<file path="src/rtl/fpoll_pkg.sv">
package fpoll_pkg;

  typedef enum logic {
    OP_PROGRAM = 1'b0,
    OP_ERASE   = 1'b1
  } op_kind_e;

  typedef enum logic {
    WATCH_DATA   = 1'b0,
    WATCH_TOGGLE = 1'b1
  } watch_e;

  typedef enum logic [1:0] {
    ST_IDLE  = 2'd0,
    ST_ISSUE = 2'd1,
    ST_WAIT  = 2'd2
  } poll_state_e;

  typedef struct packed {
    op_kind_e op;
    watch_e   watch;
    logic     exp_bit;
  } job_t;

endpackage

</file>
<file path="src/rtl/fpoll_judge.sv">
// Decides from one status response whether the watched operation is over.
module fpoll_judge
  import fpoll_pkg::*;
#(
  parameter int DW         = 8,
  parameter int DATA_BIT   = 7,
  parameter int TOGGLE_BIT = 6
) (
  input  logic [DW-1:0] rsp_data,
  input  job_t          job,
  input  logic          ref_valid,
  input  logic          ref_bit,
  output logic          finished,
  output logic          tog_bit
);

  logic poll_bit;
  logic data_finished;
  logic toggle_finished;

  assign poll_bit = rsp_data[DATA_BIT];
  assign tog_bit  = rsp_data[TOGGLE_BIT];

  // Program: the polling bit reads inverted until the cell holds the value.
  // Erase: the polling bit reads 0 until the erased state 1 appears.
  always_comb begin
    if (job.op == OP_ERASE) data_finished = poll_bit;
    else                    data_finished = (poll_bit == job.exp_bit);
  end

  // Toggle: finished once two successive reads show the same toggle bit.
  assign toggle_finished = ref_valid && (tog_bit == ref_bit);

  always_comb begin
    unique case (job.watch)
      WATCH_DATA:   finished = data_finished;
      WATCH_TOGGLE: finished = toggle_finished;
      default:      finished = 1'b0;
    endcase
  end

endmodule

</file>
<file path="src/rtl/fpoll_budget.sv">
// Counts responses taken in the current job and flags the final allowed one.
module fpoll_budget #(
  parameter int CW = 16
) (
  input  logic          clk,
  input  logic          rst_n,
  input  logic          clr,
  input  logic          step,
  input  logic [CW-1:0] limit,
  output logic          last
);

  localparam int XW = CW + 1;

  logic [CW-1:0] count_q;
  logic [XW-1:0] next_count;

  assign next_count = {1'b0, count_q} + XW'(1);
  // A limit of 0 behaves like 1: the first read is always the final one.
  assign last = (next_count >= {1'b0, limit});

  always_ff @(posedge clk or negedge rst_n) begin
    if (!rst_n)    count_q <= '0;
    else if (clr)  count_q <= '0;
    else if (step) count_q <= next_count[CW-1:0];
  end

endmodule

</file>
<file path="src/rtl/fpoll_toggle_ref.sv">
// Holds the toggle bit of the previous response and whether one exists yet.
module fpoll_toggle_ref (
  input  logic clk,
  input  logic rst_n,
  input  logic clr,
  input  logic load,
  input  logic d,
  output logic ref_valid,
  output logic ref_bit
);

  always_ff @(posedge clk or negedge rst_n) begin
    if (!rst_n) begin
      ref_valid <= 1'b0;
      ref_bit   <= 1'b0;
    end else if (clr) begin
      ref_valid <= 1'b0;
      ref_bit   <= 1'b0;
    end else if (load) begin
      ref_valid <= 1'b1;
      ref_bit   <= d;
    end
  end

endmodule

</file>
<file path="src/rtl/flash_done_poller.sv">
module flash_done_poller
  import fpoll_pkg::*;
#(
  parameter int AW         = 20,
  parameter int DW         = 8,
  parameter int CW         = 16,
  parameter int DATA_BIT   = 7,
  parameter int TOGGLE_BIT = 6
) (
  input  logic          clk,
  input  logic          rst_n,
  input  logic          start_i,
  input  logic          op_i,
  input  logic          method_i,
  input  logic          exp_bit_i,
  input  logic [AW-1:0] addr_i,
  input  logic [CW-1:0] max_polls_i,
  output logic          rd_req_valid_o,
  input  logic          rd_req_ready_i,
  output logic [AW-1:0] rd_req_addr_o,
  input  logic          rd_rsp_valid_i,
  input  logic [DW-1:0] rd_rsp_data_i,
  output logic          busy_o,
  output logic          done_o,
  output logic          timeout_o
);

  poll_state_e   state_q;
  job_t          job_q;
  logic [AW-1:0] addr_q;
  logic [CW-1:0] limit_q;
  logic          busy_q, done_q, timeout_q;

  logic accept_start, req_fire, rsp_take;
  logic finished, tog_bit, last_read;
  logic ref_valid, ref_bit;

  assign accept_start = start_i && (state_q == ST_IDLE);
  assign req_fire     = (state_q == ST_ISSUE) && rd_req_ready_i;
  assign rsp_take     = (state_q == ST_WAIT) && rd_rsp_valid_i;

  fpoll_judge #(
    .DW(DW), .DATA_BIT(DATA_BIT), .TOGGLE_BIT(TOGGLE_BIT)
  ) u_judge (
    .rsp_data  (rd_rsp_data_i),
    .job       (job_q),
    .ref_valid (ref_valid),
    .ref_bit   (ref_bit),
    .finished  (finished),
    .tog_bit   (tog_bit)
  );

  fpoll_budget #(.CW(CW)) u_budget (
    .clk   (clk),
    .rst_n (rst_n),
    .clr   (accept_start),
    .step  (rsp_take),
    .limit (limit_q),
    .last  (last_read)
  );

  fpoll_toggle_ref u_ref (
    .clk       (clk),
    .rst_n     (rst_n),
    .clr       (accept_start),
    .load      (rsp_take),
    .d         (tog_bit),
    .ref_valid (ref_valid),
    .ref_bit   (ref_bit)
  );

  always_ff @(posedge clk or negedge rst_n) begin
    if (!rst_n) begin
      state_q   <= ST_IDLE;
      job_q     <= '{op: OP_PROGRAM, watch: WATCH_DATA, exp_bit: 1'b0};
      addr_q    <= '0;
      limit_q   <= '0;
      busy_q    <= 1'b0;
      done_q    <= 1'b0;
      timeout_q <= 1'b0;
    end else begin
      done_q <= 1'b0;
      unique case (state_q)
        ST_IDLE: begin
          if (accept_start) begin
            job_q.op      <= op_kind_e'(op_i);
            job_q.watch   <= watch_e'(method_i);
            job_q.exp_bit <= exp_bit_i;
            addr_q        <= addr_i;
            limit_q       <= max_polls_i;
            busy_q        <= 1'b1;
            timeout_q     <= 1'b0;
            state_q       <= ST_ISSUE;
          end
        end
        ST_ISSUE: begin
          if (req_fire) state_q <= ST_WAIT;
        end
        ST_WAIT: begin
          if (rsp_take) begin
            if (finished) begin
              // Completion on the last permitted read wins over timeout.
              done_q  <= 1'b1;
              busy_q  <= 1'b0;
              state_q <= ST_IDLE;
            end else if (last_read) begin
              timeout_q <= 1'b1;
              busy_q    <= 1'b0;
              state_q   <= ST_IDLE;
            end else begin
              state_q <= ST_ISSUE;
            end
          end
        end
        default: state_q <= ST_IDLE;
      endcase
    end
  end

  assign rd_req_valid_o = (state_q == ST_ISSUE);
  assign rd_req_addr_o  = addr_q;
  assign busy_o         = busy_q;
  assign done_o         = done_q;
  assign timeout_o      = timeout_q;

endmodule

</file>
<file path="config.mk">
export PLATFORM = sky130hd
export DESIGN_NAME = flash_done_poller
export DESIGN_NICKNAME = d
export VERILOG_FILES = /design/src/rtl/fpoll_pkg.sv /design/src/rtl/fpoll_judge.sv /design/src/rtl/fpoll_budget.sv /design/src/rtl/fpoll_toggle_ref.sv /design/src/rtl/flash_done_poller.sv
export SDC_FILE = /design/constraint.sdc
export NUM_CORES = 1
export LEC_CHECK = 0
export BUFFER_PORTS_ARGS = -buffer_cell sky130_fd_sc_hd__buf_4
export CORE_MARGIN = 5
export CORE_UTILIZATION = 55
export CTS_BUF_LIST = sky130_fd_sc_hd__clkbuf_4
export DETAILED_ROUTE_END_ITERATION = 10
export GPL_TIMING_DRIVEN = 0
export HOLD_SLACK_MARGIN = 0.15
export PLACE_DENSITY = 0.82
export SLEW_MARGIN = 20
export SYNTH_ARGS = -nofsm -noshare
export SYNTH_HDL_FRONTEND = slang
export SYNTH_SLANG_ARGS = --single-unit
</file>
<file path="constraint.sdc">
create_clock -name clk -period 3.1 [get_ports clk]
set_clock_uncertainty 0.15 [all_clocks]
set_input_delay 0.155 -clock clk [delete_from_list [all_inputs] [get_ports clk]]
set_output_delay 0.155 -clock clk [all_outputs]
set_load 0.005 [all_outputs]
</file>
# Yosys cells after proc, flatten, opt, wreduce, memory -nomap -nowiden
# Index checks and enable logic that the tools add are counted.
# op_classes
addsub	1
magnitude_cmp	1
eq_ne	10
muxes	27
bitwise	1
n_reduce_logical	11
# op_table
op	count
$mux W16	2
$mux W1	18
$add A16 B1 Y17 const B	1
$ge A17 B16 Y1	1
$ne A2 B2 Y1 const B	4
$mux W2	3
$pmux W1 S2	3
$pmux W2 S3	1
$reduce_and A5 Y1	1
$logic_and A1 B1 Y1	4
$reduce_and A4 Y1	1
$reduce_bool A2 Y1	2
$ne A3 B3 Y1 const B	1
$reduce_and A3 Y1	1
$eq A1 B1 Y1	2
$eq A2 B1 Y1 const B	1
$eq A2 B2 Y1 const B	1
$logic_not A2 Y1	1
$ne A2 B1 Y1 const B	1
$reduce_and A2 Y1	1
$not A1 Y1	1
# totals
regBits	62
input_bits	52
output_inout_bits	24

# Logic depth before layout (Yosys ltp)
# Gate-level depths: netlist of the first run.
# logic_depth
word_depth	6
mapped_depth	12

# By module
# Synthesis of the first run repeated with hierarchy kept, for this count alone.
# hier_totals
cells_unflattened	283
area_unflattened_um2	3400.8
# modules_own_cells
module	n_inst	cells_per_inst	area_each_um2	seq_area_each_um2
flash_done_poller	1	103	1865.5	1101.1
fpoll_budget	1	167	1421.4	400.4
fpoll_toggle_ref	1	6	71.3	50.0
fpoll_judge	1	7	42.5	0.0

# Worst setup path before layout of the first run
# Ideal clock, no wire load.
# synth_path
kind	flip-flop to flip-flop
startpoint	reg u_budget.count_q[5]
endpoint	reg timeout_q (netlist: timeout_o)
setup_time_ns	0.120
t_arrival_ns	2.292
setup_slack_ns	0.538
stages_incl_launch_ff	13
n_path_buf	2
cell_sequence	dfrtp_1 > buf_2 > and3_4 > and3_1 > buf_6 > and3_4 > xor2_2 > ha_1 > a21oi_1 > o21a_1 > a2bb2oi_1 > nand4_1 > o211a_1
# synth_between
elab_chain_cells	4
# synth_rtl
item	line	source
start: declaration	fpoll_budget.sv:15	logic [CW-1:0] count_q;
start signal: assignment	fpoll_budget.sv:25	else if (step) count_q <= next_count[CW-1:0];
$add A16 B1 Y17	fpoll_budget.sv:18	assign next_count = {1'b0, count_q} + XW'(1);
$ge A17 B16 Y1	fpoll_budget.sv:20	assign last = (next_count >= {1'b0, limit});
$ne A2 B2 Y1 (no line)	--	
$reduce_and A5 Y1 (no line)	--	
end signal: assignment	flash_done_poller.sv:80	timeout_q <= 1'b0;
end signal: assignment	flash_done_poller.sv:92	timeout_q <= 1'b0;
end signal: assignment	flash_done_poller.sv:107	timeout_q <= 1'b1;
end: declaration	flash_done_poller.sv:32	logic busy_q, done_q, timeout_q;
# Every way passes these cells.
# A chain may end at the register's enable or synchronous reset.

# Final worst setup path of the first run
# Same ends and word-level chain as after synthesis.

==> flow_summary.toml, run 1 <==
[outcome]
status = "completed"

[timing]
finalHoldViolCount = 0
max_freq_ghz = 0.342
worst_slew_pin_slew_ns = 0.781
final.min_clock_period_ns = 2.93
fin_ws_ns = 0.173
holdWs_ns = 0.225
setup_viol = 0
rsz0062_at_grt = "no"
relSlewSlack = 0.479
drv_slew = 0
fin_crit_sh = 0.944
setup_tns_ns = 0

[synthesis]
synth_common_cells = "dfrtp_1 (62), o21ai_0 (33), nand2_1 (32), mux2_2 (24)"
syn_area_um2 = 3120
async_flop_share = 1.00
yosysMostFrequentCell = "dfrtp_1"
synth-seq-cells = 62
yosysSeqAreaShare = 0.498
synth_top_area_cell = "dfrtp_1"
syn_inst = 290
yosys_warnings = 0
syn-num-nets = 359
synth-edff-count = 0
synth_ff_type = "dfrtp_1"
synthDistinctLibCells = 43
synth_area_leaders = "dfrtp_1 (50%), mux2_2 (8.7%), ha_1 (6.8%)"
synth_top_area_share = 0.498
syn_area_per_cell_um2 = 10.7

[clock_network]
clk_latency_ns = 0.40
cts_tree = "yes"
clock_sinks = 62
clockBufferDepth = 2
cts_setup_buffers = 0
cts_root_buffer = "clkbuf_4"
cts_buffers = 9
htreeDepth = 3
clk_pin_slew_ns = 0.11

[pwr]
p_per_area_nw_per_um2 = 738
ir_drop_mv = 0.548
leakage_nw = 2.08

[routing]
wl_per_cell_um = 17.4
viasPerCell = 5.51
drtIter0Drc = 199
final_antenna_net_count = 0
drt_pre_antenna_iters = 5
finalWirelength_mm = 8.56
vias = 2709
drcViolationCount = 0

[final_layout]
antenna_cells = 0
areaGrowthSynthToFinish_pct = 39.4
final_area_um2 = 4340
final_nets = 485
drive_gt1_frac = 0.305
utilization = 0.788
fillers = 335

[placement]
dpl_cell_area_um2 = 3720
dp.final_hpwl_mm = 5.10
gp_congestion = 0.862
io_buffers = 69
dp_slack_ns = 0.133

[global_route]
grt_pass1_vias = 2924
grt_usage = 0.249
grt_max_degree = 63
antenna_found_initial = 0
grt_pass1_wl_mm = 14.3
grt-ovfl-total = 0

[worst_setup_path]
rr_endpoint = "timeout_o$_DFFE_PN0P_"
cp.arrival_ns = 3.08
r2r_slack_ns = 0.17
crit_fanout = 9
cp.required_ns = 3.26
crit_type = "reg -> reg"
startpoint_type = "flop"
timing.rr.start = "u_budget.count_q[5]$_DFFE_PN0P_"
cp-end-kind = "flop"
r2r_cells = 12

[run]
max-cap-violations = 0

[floorplan]
die_w_um = 85.3
rows = 27
die_area_um2 = 7270
core_um2 = 5510
start_util = 0.566
io_pins = 76
die_y_um = 85.3

[min_path]
hp-class = "in -> async"
-- cell usage in the layout (no fill, tap or decap), drive strengths merged, types with 8 or more instances in the layout --
| cell type | count |
|---|---|
| a21oi | 10 |
| buf | 78 |
| clkbuf | 14 |
| dfrtp | 62 |
| dlygate4sd3 | 46 |
| ha | 17 |
| inv | 17 |
| mux2 | 24 |
| nand2 | 32 |
| nand3 | 8 |
| nor2 | 9 |
| o21ai | 33 |
| xnor2 | 10 |
-- per-stage QoR --
stage / instances / total power [mW]
after detailed placement: 431 / 2.47
after floorplan: 290 / 1.94
after global placement: 431 / 2.39
after global routing: 492 / 3.42
after CTS: 492 / 3.15
final: 492 / 3.20
-- area by class of cell --
class | count | area, um2 | area share
inverter | 17 | 63.8 | 0.0147
clock inverter | 5 | 75.1 | 0.0173
multi-input combinational | 198 | 1440 | 0.331
buffer | 13 | 66.3 | 0.0153
tap | 72 | 90.1 | 0.0207
sequential | 62 | 1550 | 0.358
timing repair buffer | 115 | 978 | 0.225
clock buffer | 10 | 75.1 | 0.0173
-- worst max-delay path, stage by stage (launching register included) --
cell	delay, ns
dfrtp_1	0.33
buf_2	0.18
and3_4	0.22
and3_1	0.18
buf_6	0.14
and3_4	0.19
xor2_2	0.18
ha_1	0.27
a21oi_1	0.13
o21a_1	0.12
a2bb2oi_1	0.15
nand4_1	0.27
o211a_1	0.32
-- how the worst max path moves through the flow --
stage / startpoint / end / slack, ns
floorplan: u_budget.count_q[5]$_DFFE_PN0P_ / timeout_o$_DFFE_PN0P_ / 0.54
global placement: u_budget.count_q[8]$_DFFE_PN0P_ / busy_o$_DFFE_PN0P_ / 0.25
detailed placement: u_budget.count_q[8]$_DFFE_PN0P_ / busy_o$_DFFE_PN0P_ / 0.13
CTS: u_budget.count_q[8]$_DFFE_PN0P_ / busy_o$_DFFE_PN0P_ / 0.10
global route: u_budget.count_q[9]$_DFFE_PN0P_ / busy_o$_DFFE_PN0P_ / 0.008
finish: u_budget.count_q[5]$_DFFE_PN0P_ / timeout_o$_DFFE_PN0P_ / 0.17
-- registers in the layout, summed over array words and instances (netlist names) --
| name | count |
|---|---|
| u_budget.count_q | 16 |
| limit_q | 16 |
| busy_o | 1 |
| done_o | 1 |
| job_q | 3 |
| timeout_o | 1 |
| rd_req_addr_o | 20 |
| u_ref.ref_valid | 1 |
| u_ref.ref_bit | 1 |
| state_q | 2 |
-- cell families after synthesis --
logic type / after synthesis / synth area share
muxes: 24 / 0.0867
buffers and inverters: 30 / 0.0418
xor gates and xnor gates: 16 / 0.0474
AOI/OAI and AO/OA: 69 / 0.134
and+or+nand+nor: 72 / 0.124
adders and majority gates: 17 / 0.0683
DFF: 62 / 0.498
-- metal layers --
layer	global-route usage	part of all wire
met3	0.0738	0.076
met4	0.0906	0.015
met2	0.431	0.51
met5	0	0
met1	0.292	0.40
-- power by group --
group | internal, mW | switching, mW
clock network | 0.327 | 0.294
registers | 1.11 | 0.176
logic | 0.659 | 0.639
-- what timing repair did --
action                                  CTS  global route
hold endpoints to repair                110             0
hold buffers                             46             0
endpoints found under the setup margin    0             3
resized for setup                         0             3
Power figures use the tool's default switching activity.
==> run 2, diff against run 1 <==
--- a/config.mk
+++ b/config.mk
@@ -12,7 +12,7 @@
 export DETAILED_ROUTE_END_ITERATION = 10
 export GPL_TIMING_DRIVEN = 0
 export HOLD_SLACK_MARGIN = 0.15
-export PLACE_DENSITY = 0.82
+export PLACE_DENSITY = 0.87
 export SLEW_MARGIN = 20
 export SYNTH_ARGS = -nofsm -noshare
 export SYNTH_HDL_FRONTEND = slang
==> run 2 against run 1 <==
  * Flip-flop and latch count unchanged
  * Total power down 2.3%
  * Combinational power about the same
  * Critical path type unchanged
  * Highest routed layer unchanged
  * Sequential power about the same
  * Cell count up 0.20%
==> flow_summary.toml, run 2 (synthesis gave the netlist of run 1 again) <==
[outcome]
status = "completed"

[floorplan]
die_y_um = 85.3
start_util = 0.566
core_um2 = 5510
rows = 27
die_area_um2 = 7270
io_pins = 76
die_w_um = 85.3

[global_route]
grt_max_degree = 63
grt_usage = 0.238
grt-ovfl-total = 0
antenna_found_initial = 0
grt_pass1_vias = 2862
grt_pass1_wl_mm = 13.6

[final_layout]
multi_input_area_um2 = 1440
final_area_um2 = 4330
final_nets = 485
largest_reg_flops = 20
fillers = 327
antenna_cells = 0
regArea_um2 = 1550
final_cell_mix = "buf_4 (69), dfrtp_1 (62), dlygate4sd3_1 (46)"
drive_gt1_frac = 0.306
final_common_cell = "buf_4"
areaGrowthSynthToFinish_pct = 39.1

[routing]
drcViolationCount = 0
vias = 2649
wl_per_cell_um = 16.6
drt_pre_antenna_iters = 4
drtIter0Drc = 133
viasPerCell = 5.37
final_antenna_net_count = 0
finalWirelength_mm = 8.18

[worst_setup_path]
path_common_cell = "and3_4"
critPathBufInv = 2
startpoint_type = "flop"
rr_endpoint = "busy_o$_DFFE_PN0P_"
crit_path_top_delay_cell = "dfrtp_1"
r2r_cells = 12
cp.arrival_ns = 3.06
crit_family = "simple AND/OR/NAND/NOR gates"
cp_slowest_stage_delay_ns = 0.38
crit_chain = "buf_2, and3_4, and3_1, buf_6, and3_4, xor2_2, ha_1, nand2_1, nor3_1, o311ai_0, nand4_1, o21ai_0"
crit_fanout = 9
r2r_slack_ns = 0.18
crit_type = "reg -> reg"
cp.required_ns = 3.23
timing.rr.start = "u_budget.count_q[5]$_DFFE_PN0P_"
cp-end-kind = "flop"

[timing]
final.min_clock_period_ns = 2.92
setup_viol = 0
max_freq_ghz = 0.342
setup_tns_ns = 0
drv_slew = 0
worst_slew_pin_slew_ns = 0.783
fin_crit_sh = 0.943
holdWs_ns = 0.231
finalHoldViolCount = 0
relSlewSlack = 0.478
rsz0062_at_grt = "no"

[clock_network]
clockBufferDepth = 2
cts_root_buffer = "clkbuf_4"
clock_sinks = 62
htreeDepth = 3
clk_latency_ns = 0.41
cts_tree = "yes"
cts_buffers = 9
clk_pin_slew_ns = 0.12
cts_setup_buffers = 0

[placement]
io_buffers = 69
dpl_cell_area_um2 = 3720
gp_congestion = 0.854
dp.final_hpwl_mm = 5.04

[pwr]
leakage_nw = 2.07
finalPower_mw = 3.13
p_per_area_nw_per_um2 = 722
ir_drop_mv = 0.533

[min_path]
hp-class = "in -> async"

[run]
max-cap-violations = 0
==> run 2: repair_timing <==
action                                  in CTS  in global routing
resized for setup                            0                  2
hold buffers                                46                  0
endpoints found under the hold margin      110                  0
endpoints found under the setup margin       0                  2
==> run 2: how the worst max path moves through the flow <==
| stage | from | end | depth (start not counted) | slack [ns] |
|---|---|---|---|---|
| 4_1_cts | u_budget.count_q[0]$_DFFE_PN0P_ | busy_o$_DFFE_PN0P_ | 11 | 0.15 |
| 3_5_place_dp | u_budget.count_q[8]$_DFFE_PN0P_ | busy_o$_DFFE_PN0P_ | 10 | 0.18 |
| 6_report | u_budget.count_q[5]$_DFFE_PN0P_ | busy_o$_DFFE_PN0P_ | 12 | 0.18 |
| 2_1_floorplan | u_budget.count_q[5]$_DFFE_PN0P_ | timeout_o$_DFFE_PN0P_ | 12 | 0.54 |
| 3_3_place_gp | u_budget.count_q[0]$_DFFE_PN0P_ | busy_o$_DFFE_PN0P_ | 11 | 0.27 |
| 5_1_grt | u_budget.count_q[0]$_DFFE_PN0P_ | busy_o$_DFFE_PN0P_ | 11 | 0.05 |
==> run 2: power by group <==
| group | internal [mW] | total [mW] | switching (mW) |
|---|---|---|---|
| Sequential | 1.11 | 1.29 | 0.180 |
| Combinational | 0.656 | 1.27 | 0.610 |
| Clock | 0.247 | 0.576 | 0.329 |
| Total | 2.01 | 3.13 | 1.12 |
==> run 2: final cells by class <==
class | count | share of cell area
sequential | 62 | 0.358
multi-input combinational | 198 | 0.333
timing repair buffer | 115 | 0.226
tap | 72 | 0.0208
clock inverter | 7 | 0.0170
clock buffer | 9 | 0.0156
buffer | 13 | 0.0153
inverter | 17 | 0.0147
==> run 2: layer usage <==
metal  share of wire  track usage
met1            0.43        0.292
met5               0            0
met4           0.020        0.101
met2            0.48        0.395
met3           0.072       0.0641
==> run 2: metrics by stage <==
step	std cells	util	setup WS, ns
2_1_floorplan	290	-	0.538
3_3_place_gp	431	0.676	0.271
3_5_place_dp	431	0.676	0.178
4_1_cts	493	0.786	0.153
5_1_grt	493	0.787	0.0458
6_report	493	0.787	0.177
